<file path="config.mk">
export PLATFORM = sky130hd
export DESIGN_NAME = ixrf_top
export DESIGN_NICKNAME = d
export VERILOG_FILES = /design/src/rtl/ixrf_pkg.sv /design/src/rtl/ixrf_rst_sync.sv /design/src/rtl/ixrf_regfile.sv /design/src/rtl/ixrf_opfile.sv /design/src/rtl/ixrf_top.sv
export SDC_FILE = /design/constraint.sdc
export NUM_CORES = 2
export LEC_CHECK = 0
export BUFFER_PORTS_ARGS = -buffer_cell sky130_fd_sc_hd__buf_2
export CORE_MARGIN = 1.5
export CORE_UTILIZATION = 35
export CTS_BUF_LIST = sky130_fd_sc_hd__clkbuf_8
export CTS_CLUSTER_SIZE = 28
export DETAILED_ROUTE_END_ITERATION = 6
export GPL_TIMING_DRIVEN = 0
export PLACE_DENSITY = 0.57
export SLEW_MARGIN = 30
export SYNTH_ARGS = -nofsm -noshare
export SYNTH_HDL_FRONTEND = slang
export SYNTH_SLANG_ARGS = --single-unit
</file>
<file path="constraint.sdc">
create_clock -name clk -period 28.6 [get_ports clk]
set_input_delay 1.43 -clock clk [delete_from_list [all_inputs] [get_ports clk]]
set_output_delay 1.43 -clock clk [all_outputs]
set_load 0.05 [all_outputs]
</file>
<file path="src/rtl/ixrf_pkg.sv">
package ixrf_pkg;
  parameter int unsigned DATA_W   = 16;
  parameter int unsigned XRF_N    = 32;
  parameter int unsigned OPF_N    = 4;
  parameter int unsigned ALU_INS  = 2;
  localparam int unsigned XRF_AW  = $clog2(XRF_N);
  localparam int unsigned OPF_AW  = $clog2(OPF_N);

  typedef enum logic { SRC_XRF = 1'b0, SRC_ALU = 1'b1 } opf_src_e;
endpackage

</file>
<file path="src/rtl/ixrf_rst_sync.sv">
module ixrf_rst_sync (
  input  logic clk,
  input  logic rst_n,
  output logic rst_sync_n
);
  logic [1:0] sync_q;

  always_ff @(posedge clk or negedge rst_n) begin
    if (!rst_n) sync_q <= 2'b00;
    else        sync_q <= {sync_q[0], 1'b1};
  end

  assign rst_sync_n = sync_q[1];
endmodule

</file>
<file path="src/rtl/ixrf_regfile.sv">
module ixrf_regfile #(
  parameter int unsigned W  = 16,
  parameter int unsigned N  = 32,
  parameter int unsigned AW = $clog2(N)
) (
  input  logic          clk,
  input  logic          rst_n,
  input  logic          rd_en,
  input  logic          rd_ind,
  input  logic          rd_bump,
  input  logic [AW-1:0] rd_sel,
  output logic [W-1:0]  rd_data,
  input  logic          wr_en,
  input  logic          wr_ind,
  input  logic          wr_bump,
  input  logic [AW-1:0] wr_sel,
  input  logic [W-1:0]  wr_data
);
  logic [N-1:0][W-1:0] ent_q;
  logic [N-1:0][W-1:0] ent_d;
  logic [N-1:0]        ent_ce;
  logic [AW-1:0]       rd_addr;
  logic [AW-1:0]       wr_addr;
  logic [W-1:0]        rd_ptr;
  logic [W-1:0]        wr_ptr;
  logic                rd_step;
  logic                wr_step;

  // Pointer fetch: low address bits give modulo-N wrap
  always_comb begin
    rd_ptr  = ent_q[rd_sel];
    wr_ptr  = ent_q[wr_sel];
    rd_addr = rd_ind ? rd_ptr[AW-1:0] : rd_sel;
    wr_addr = wr_ind ? wr_ptr[AW-1:0] : wr_sel;
    rd_step = rd_en & rd_ind & rd_bump;
    wr_step = wr_en & wr_ind & wr_bump;
  end

  assign rd_data = ent_q[rd_addr];

  // Next state: data write overrides pointer bumps
  always_comb begin
    for (int i = 0; i < int'(N); i++) begin
      ent_d[i]  = ent_q[i];
      ent_ce[i] = 1'b0;
      if ((rd_step && rd_sel == AW'(i)) || (wr_step && wr_sel == AW'(i))) begin
        ent_d[i]  = ent_q[i] + W'(1);
        ent_ce[i] = 1'b1;
      end
      if (wr_en && wr_addr == AW'(i)) begin
        ent_d[i]  = wr_data;
        ent_ce[i] = 1'b1;
      end
    end
  end

  always_ff @(posedge clk or negedge rst_n) begin
    if (!rst_n) begin
      ent_q <= '0;
    end else begin
      for (int i = 0; i < int'(N); i++) begin
        if (ent_ce[i]) ent_q[i] <= ent_d[i];
      end
    end
  end

  // Checker state
  logic          chk_wr_vld;
  logic [AW-1:0] chk_wr_addr;
  logic [W-1:0]  chk_wr_val;
  logic          chk_inc_vld;
  logic [AW-1:0] chk_inc_addr;
  logic [W-1:0]  chk_inc_val;

  always_ff @(posedge clk or negedge rst_n) begin
    if (!rst_n) begin
      chk_wr_vld   <= 1'b0;
      chk_wr_addr  <= '0;
      chk_wr_val   <= '0;
      chk_inc_vld  <= 1'b0;
      chk_inc_addr <= '0;
      chk_inc_val  <= '0;
    end else begin
      chk_wr_vld   <= wr_en;
      chk_wr_addr  <= wr_addr;
      chk_wr_val   <= wr_data;
      chk_inc_vld  <= rd_step && !(wr_en && wr_addr == rd_sel);
      chk_inc_addr <= rd_sel;
      chk_inc_val  <= rd_ptr + W'(1);
    end
  end

  p_write_lands_r4: assert property (@(posedge clk) disable iff (!rst_n)
    chk_wr_vld |-> ent_q[chk_wr_addr] == chk_wr_val);

  p_bump_adds_one_r7: assert property (@(posedge clk) disable iff (!rst_n)
    chk_inc_vld |-> ent_q[chk_inc_addr] == chk_inc_val);

  p_direct_no_change_r7: assert property (@(posedge clk) disable iff (!rst_n)
    (!wr_en && !rd_ind) |=> $stable(ent_q));
endmodule

</file>
<file path="src/rtl/ixrf_opfile.sv">
module ixrf_opfile #(
  parameter int unsigned W  = 16,
  parameter int unsigned D  = 4,
  parameter int unsigned SW = $clog2(D)
) (
  input  logic          clk,
  input  logic          rst_n,
  input  logic          ld_en,
  input  logic          ld_src,
  input  logic [SW-1:0] ld_slot,
  input  logic [W-1:0]  xrf_data,
  input  logic [W-1:0]  alu_data,
  input  logic [SW-1:0] rd_slot,
  output logic [W-1:0]  opnd
);
  import ixrf_pkg::*;

  logic [D-1:0][W-1:0] slot_q;
  logic [D-1:0][W-1:0] slot_d;
  logic [D-1:0]        slot_ce;
  logic [W-1:0]        ld_val;

  always_comb begin
    ld_val = (opf_src_e'(ld_src) == SRC_ALU) ? alu_data : xrf_data;
    for (int s = 0; s < int'(D); s++) begin
      slot_ce[s] = ld_en && ld_slot == SW'(s);
      slot_d[s]  = slot_ce[s] ? ld_val : slot_q[s];
    end
  end

  always_ff @(posedge clk or negedge rst_n) begin
    if (!rst_n) begin
      slot_q <= '0;
    end else begin
      for (int s = 0; s < int'(D); s++) begin
        if (slot_ce[s]) slot_q[s] <= slot_d[s];
      end
    end
  end

  // Same-cycle read: old value while loading
  assign opnd = slot_q[rd_slot];

  logic          chk_vld;
  logic [SW-1:0] chk_slot;
  logic [W-1:0]  chk_val;

  always_ff @(posedge clk or negedge rst_n) begin
    if (!rst_n) begin
      chk_vld  <= 1'b0;
      chk_slot <= '0;
      chk_val  <= '0;
    end else begin
      chk_vld  <= ld_en;
      chk_slot <= ld_slot;
      chk_val  <= ld_src ? alu_data : xrf_data;
    end
  end

  p_load_lands_r9: assert property (@(posedge clk) disable iff (!rst_n)
    chk_vld |-> slot_q[chk_slot] == chk_val);

  p_hold_without_load_r11: assert property (@(posedge clk) disable iff (!rst_n)
    !ld_en |=> $stable(slot_q));
endmodule

</file>
<file path="src/rtl/ixrf_top.sv">
module ixrf_top
  import ixrf_pkg::*;
(
  input  logic                          clk,
  input  logic                          rst_n,
  input  logic                          rd_en,
  input  logic                          rd_ind,
  input  logic                          rd_bump,
  input  logic [XRF_AW-1:0]             rd_sel,
  output logic [DATA_W-1:0]             rd_data,
  input  logic                          wr_en,
  input  logic                          wr_ind,
  input  logic                          wr_bump,
  input  logic [XRF_AW-1:0]             wr_sel,
  input  logic [DATA_W-1:0]             wr_data,
  input  logic [DATA_W-1:0]             alu_res,
  input  logic [ALU_INS-1:0]            ld_en,
  input  logic [ALU_INS-1:0]            ld_src,
  input  logic [ALU_INS*OPF_AW-1:0]     ld_slot,
  input  logic [ALU_INS*OPF_AW-1:0]     op_sel,
  output logic [ALU_INS*DATA_W-1:0]     op_data
);
  logic rst_int_n;

  ixrf_rst_sync u_rst (
    .clk        (clk),
    .rst_n      (rst_n),
    .rst_sync_n (rst_int_n)
  );

  ixrf_regfile #(.W(DATA_W), .N(XRF_N), .AW(XRF_AW)) u_xrf (
    .clk     (clk),
    .rst_n   (rst_int_n),
    .rd_en   (rd_en),
    .rd_ind  (rd_ind),
    .rd_bump (rd_bump),
    .rd_sel  (rd_sel),
    .rd_data (rd_data),
    .wr_en   (wr_en),
    .wr_ind  (wr_ind),
    .wr_bump (wr_bump),
    .wr_sel  (wr_sel),
    .wr_data (wr_data)
  );

  for (genvar k = 0; k < int'(ALU_INS); k++) begin : g_opf
    ixrf_opfile #(.W(DATA_W), .D(OPF_N), .SW(OPF_AW)) u_opf (
      .clk      (clk),
      .rst_n    (rst_int_n),
      .ld_en    (ld_en[k]),
      .ld_src   (ld_src[k]),
      .ld_slot  (ld_slot[k*OPF_AW +: OPF_AW]),
      .xrf_data (rd_data),
      .alu_data (alu_res),
      .rd_slot  (op_sel[k*OPF_AW +: OPF_AW]),
      .opnd     (op_data[k*DATA_W +: DATA_W])
    );
  end
endmodule

</file>
==> results.json <==
{
  "status": "finished, violations left",
  "violations": "DRC",
  "grt_usage": 0.347,
  "grt_max_degree": 48,
  "synth_commonest_cells": "a21oi_1, dfrtp_1, nand2_1",
  "crit_fanout": 10,
  "ys_seq_area_frac": 0.358,
  "grt_pass1_wl_um": 328000,
  "yosys.cell_types.count": 91,
  "ant_nets": 0,
  "period_share": 0.314,
  "cts_max_path_buffers": 3,
  "r2r_setup_slack_ps": 22680,
  "synth-seq-cells": 642,
  "r2r-start": "u_xrf.ent_q[160]",
  "worst_path_max_delay_cell": "buf_1",
  "yosys-top-cells-area": "dfrtp_1, a21oi_1, mux4_2",
  "dieArea_um2": 130000,
  "final.setup.tns_ps": 0,
  "grt_pass1_vias": 45500,
  "post_cts_buffers": 0,
  "place.gp.congestion": 1.05,
  "grt_overflow": 0,
  "coreArea_um2": 127000,
  "cts_hold_buf": 0,
  "wl_met3_um": 28200,
  "stdcell_count": 7527,
  "ioPinCount": 110,
  "hpwlAfterDp_um": 175000,
  "nFillCells": 13000,
  "crit_path_cell_trace": "buf_2 -> buf_6 -> and2_4 -> buf_2 -> a22oi_1 -> a21oi_1 -> nor4_1 -> a21oi_1 -> buf_2 -> buf_1 -> o211ai_1 -> a32o_1 -> nor4_1 -> and2_1 -> buf_2 -> inv_1 -> buf_2",
  "cp-start-kind": "primary input",
  "ff2ff_path_depth": 12,
  "end_kind": "primary output",
  "wl_met2_um": 94900,
  "utilization": 0.403,
  "cts_resized": 0,
  "drtIter0Drc": 7055,
  "cts_sinks": 642,
  "power.total_mw": 4.18,
  "multi_input_area_um2": 26100,
  "slew_headroom": 0.264,
  "p_leak_nw": 20.9,
  "synth_area_per_cell_um2": 8.16,
  "wl_per_cell_um": 30.7,
  "cts_buffers": 130,
  "synth_top_area_share": 0.358,
  "antenna_found_initial": 27,
  "cts_tree": "yes",
  "cts.clk_slew.worst_paths_ps": 60,
  "yosys_warnings": 0,
  "critPathArrivalTime_ps": 7540,
  "routed.top_layer": "met5",
  "drt_pass1_iterations": 7,
  "finalHoldViolCount": 0,
  "area_growth_pct": 14.5,
  "vias": 48700,
  "die_w_um": 361,
  "max-cap-violations": 0,
  "ys.flop_type": "dfrtp_1",
  "start_util": 0.352,
  "rsz0062_at_grt": "no",
  "num_rows": 131,
  "drive_above_1_share": 0.121,
  "wl_um": 231000,
  "drc": 2,
  "fin_nets": 5860,
  "placed_cells": 7295,
  "setup_violations": 0,
  "peakVddDrop_mv": 0.0518,
  "seq_area_um2": 16100,
  "syn_inst": 5489,
  "die_y_um": 361,
  "crit_path_max_incr_delay_ps": 860,
  "cts_htree_levels": 4,
  "path_common_cell": "buf_2",
  "portBuffers": 96,
  "worstPathRequired_ps": 27170,
  "power_density_nw_per_um2": 81.4,
  "syn_nets": 5583,
  "cts-root-buf": "clkbuf_8",
  "via_per_inst": 6.47,
  "slew_viol_final": 0,
  "yosysMostFrequentCell": "a21oi_1",
  "fmax_mhz": 112,
  "fin_crit_ps": 8970,
  "worstSkewPairLatency_ps": 910,
  "crit_type": "primary input to primary output",
  "hold_class": "flop to async pin",
  "synth_edf_count": 0,
  "crit_start": "rd_sel[0]",
  "skew_ps": 53.1,
  "async_reset_ff_frac": 1.00,
  "hold_ws_ps": 145,
  "tightestPinTransition_ps": 1090,
  "met1_length_um": 89900,
  "worstReg2RegEnd": "g_opf[1].u_opf.slot_q[11]",
  "yosys.area.top_type": "dfrtp_1",
  "netlist_area_um2": 44800
}
[worst max path at each step]
| stage | slack, ps | cells past startpoint | end |
|---|---|---|---|
| floorplan | 9380 | 0 | g_opf[0].u_opf.slot_q[0] |
| global placement | -260 | 0 | g_opf[0].u_opf.slot_q[3] |
| detailed placement | 19950 | 17 | rd_data[8] |
| CTS | 19940 | 17 | rd_data[8] |
| global route | 19760 | 16 | rd_data[9] |
| finish | 19630 | 17 | rd_data[9] |
[state kept, by name, indices dropped and copies added (netlist names)]
name                count
g_opf.u_opf.slot_q    128
u_rst.sync_q            2
u_xrf.ent_q           512
[power by group]
part           internal [mW]  leakage (nW)  switching (mW)  total, mW
clock network          0.528          1.44           0.460      0.988
registers               1.17          8.02           0.438       1.61
logic                  0.556          11.5            1.02       1.58
total                   2.26          20.9            1.92       4.18
[final cells by class]
type	count	area share
sequential	642	0.313
clock inverter	49	0.00505
multi-input combinational	4237	0.509
antenna	15	0.000732
clock buffer	167	0.0448
buffer	488	0.0444
tap	1662	0.0405
inverter	122	0.00893
timing repair buffer	145	0.0328
[worst max-delay path: cells and delay by family]
| family | cells | cell delay (ps) |
|---|---|---|
| buffers and inverters | 8 | 2810 |
| AOI/OAI and AO/OA | 5 | 2050 |
| and+or+nand+nor | 4 | 1190 |
[cell usage in the layout (no fill, tap or decap), types with 59 or more instances in the layout]
master and count:
a22oi_1 98, nand4_1 70, o21ai_0 370, a31oi_1 71
clkbuf_8 167, inv_1 144, a21oi_1 750, xor2_1 91
mux4_2 97, buf_2 188, clkbuf_1 269, mux2i_1 140
a221oi_1 89, nand3_1 262, o21ai_1 140, o22ai_1 113
nor3_1 76, xnor2_1 59, nor2_1 370, nand2_1 571
and3_1 263, dfrtp_1 641
[layer usage]
layer	GRT usage	up-vias
met3	0.101	734
met2	0.495	3263
met4	0.233	16
li1	-	20900
met1	0.450	23800
met5	0.00407	-
[metrics by stage]
step / instance area (um^2) / setup slack [ps]
after floorplan: 44800 / 9380
after global placement: 47400 / -260
after detailed placement: 48700 / 19950
after CTS: 51200 / 19940
after global routing: 51300 / 19760
final: 51300 / 19630
[cell families after synthesis]
group | synth area share
other cells | 0.0000837
fa+ha+maj | 0.00893
xor+xnor | 0.0293
simple gates | 0.207
buf+inv | 0.0596
compound gates | 0.255
flops | 0.358
mux | 0.0811
Power figures use the tool's default switching activity.
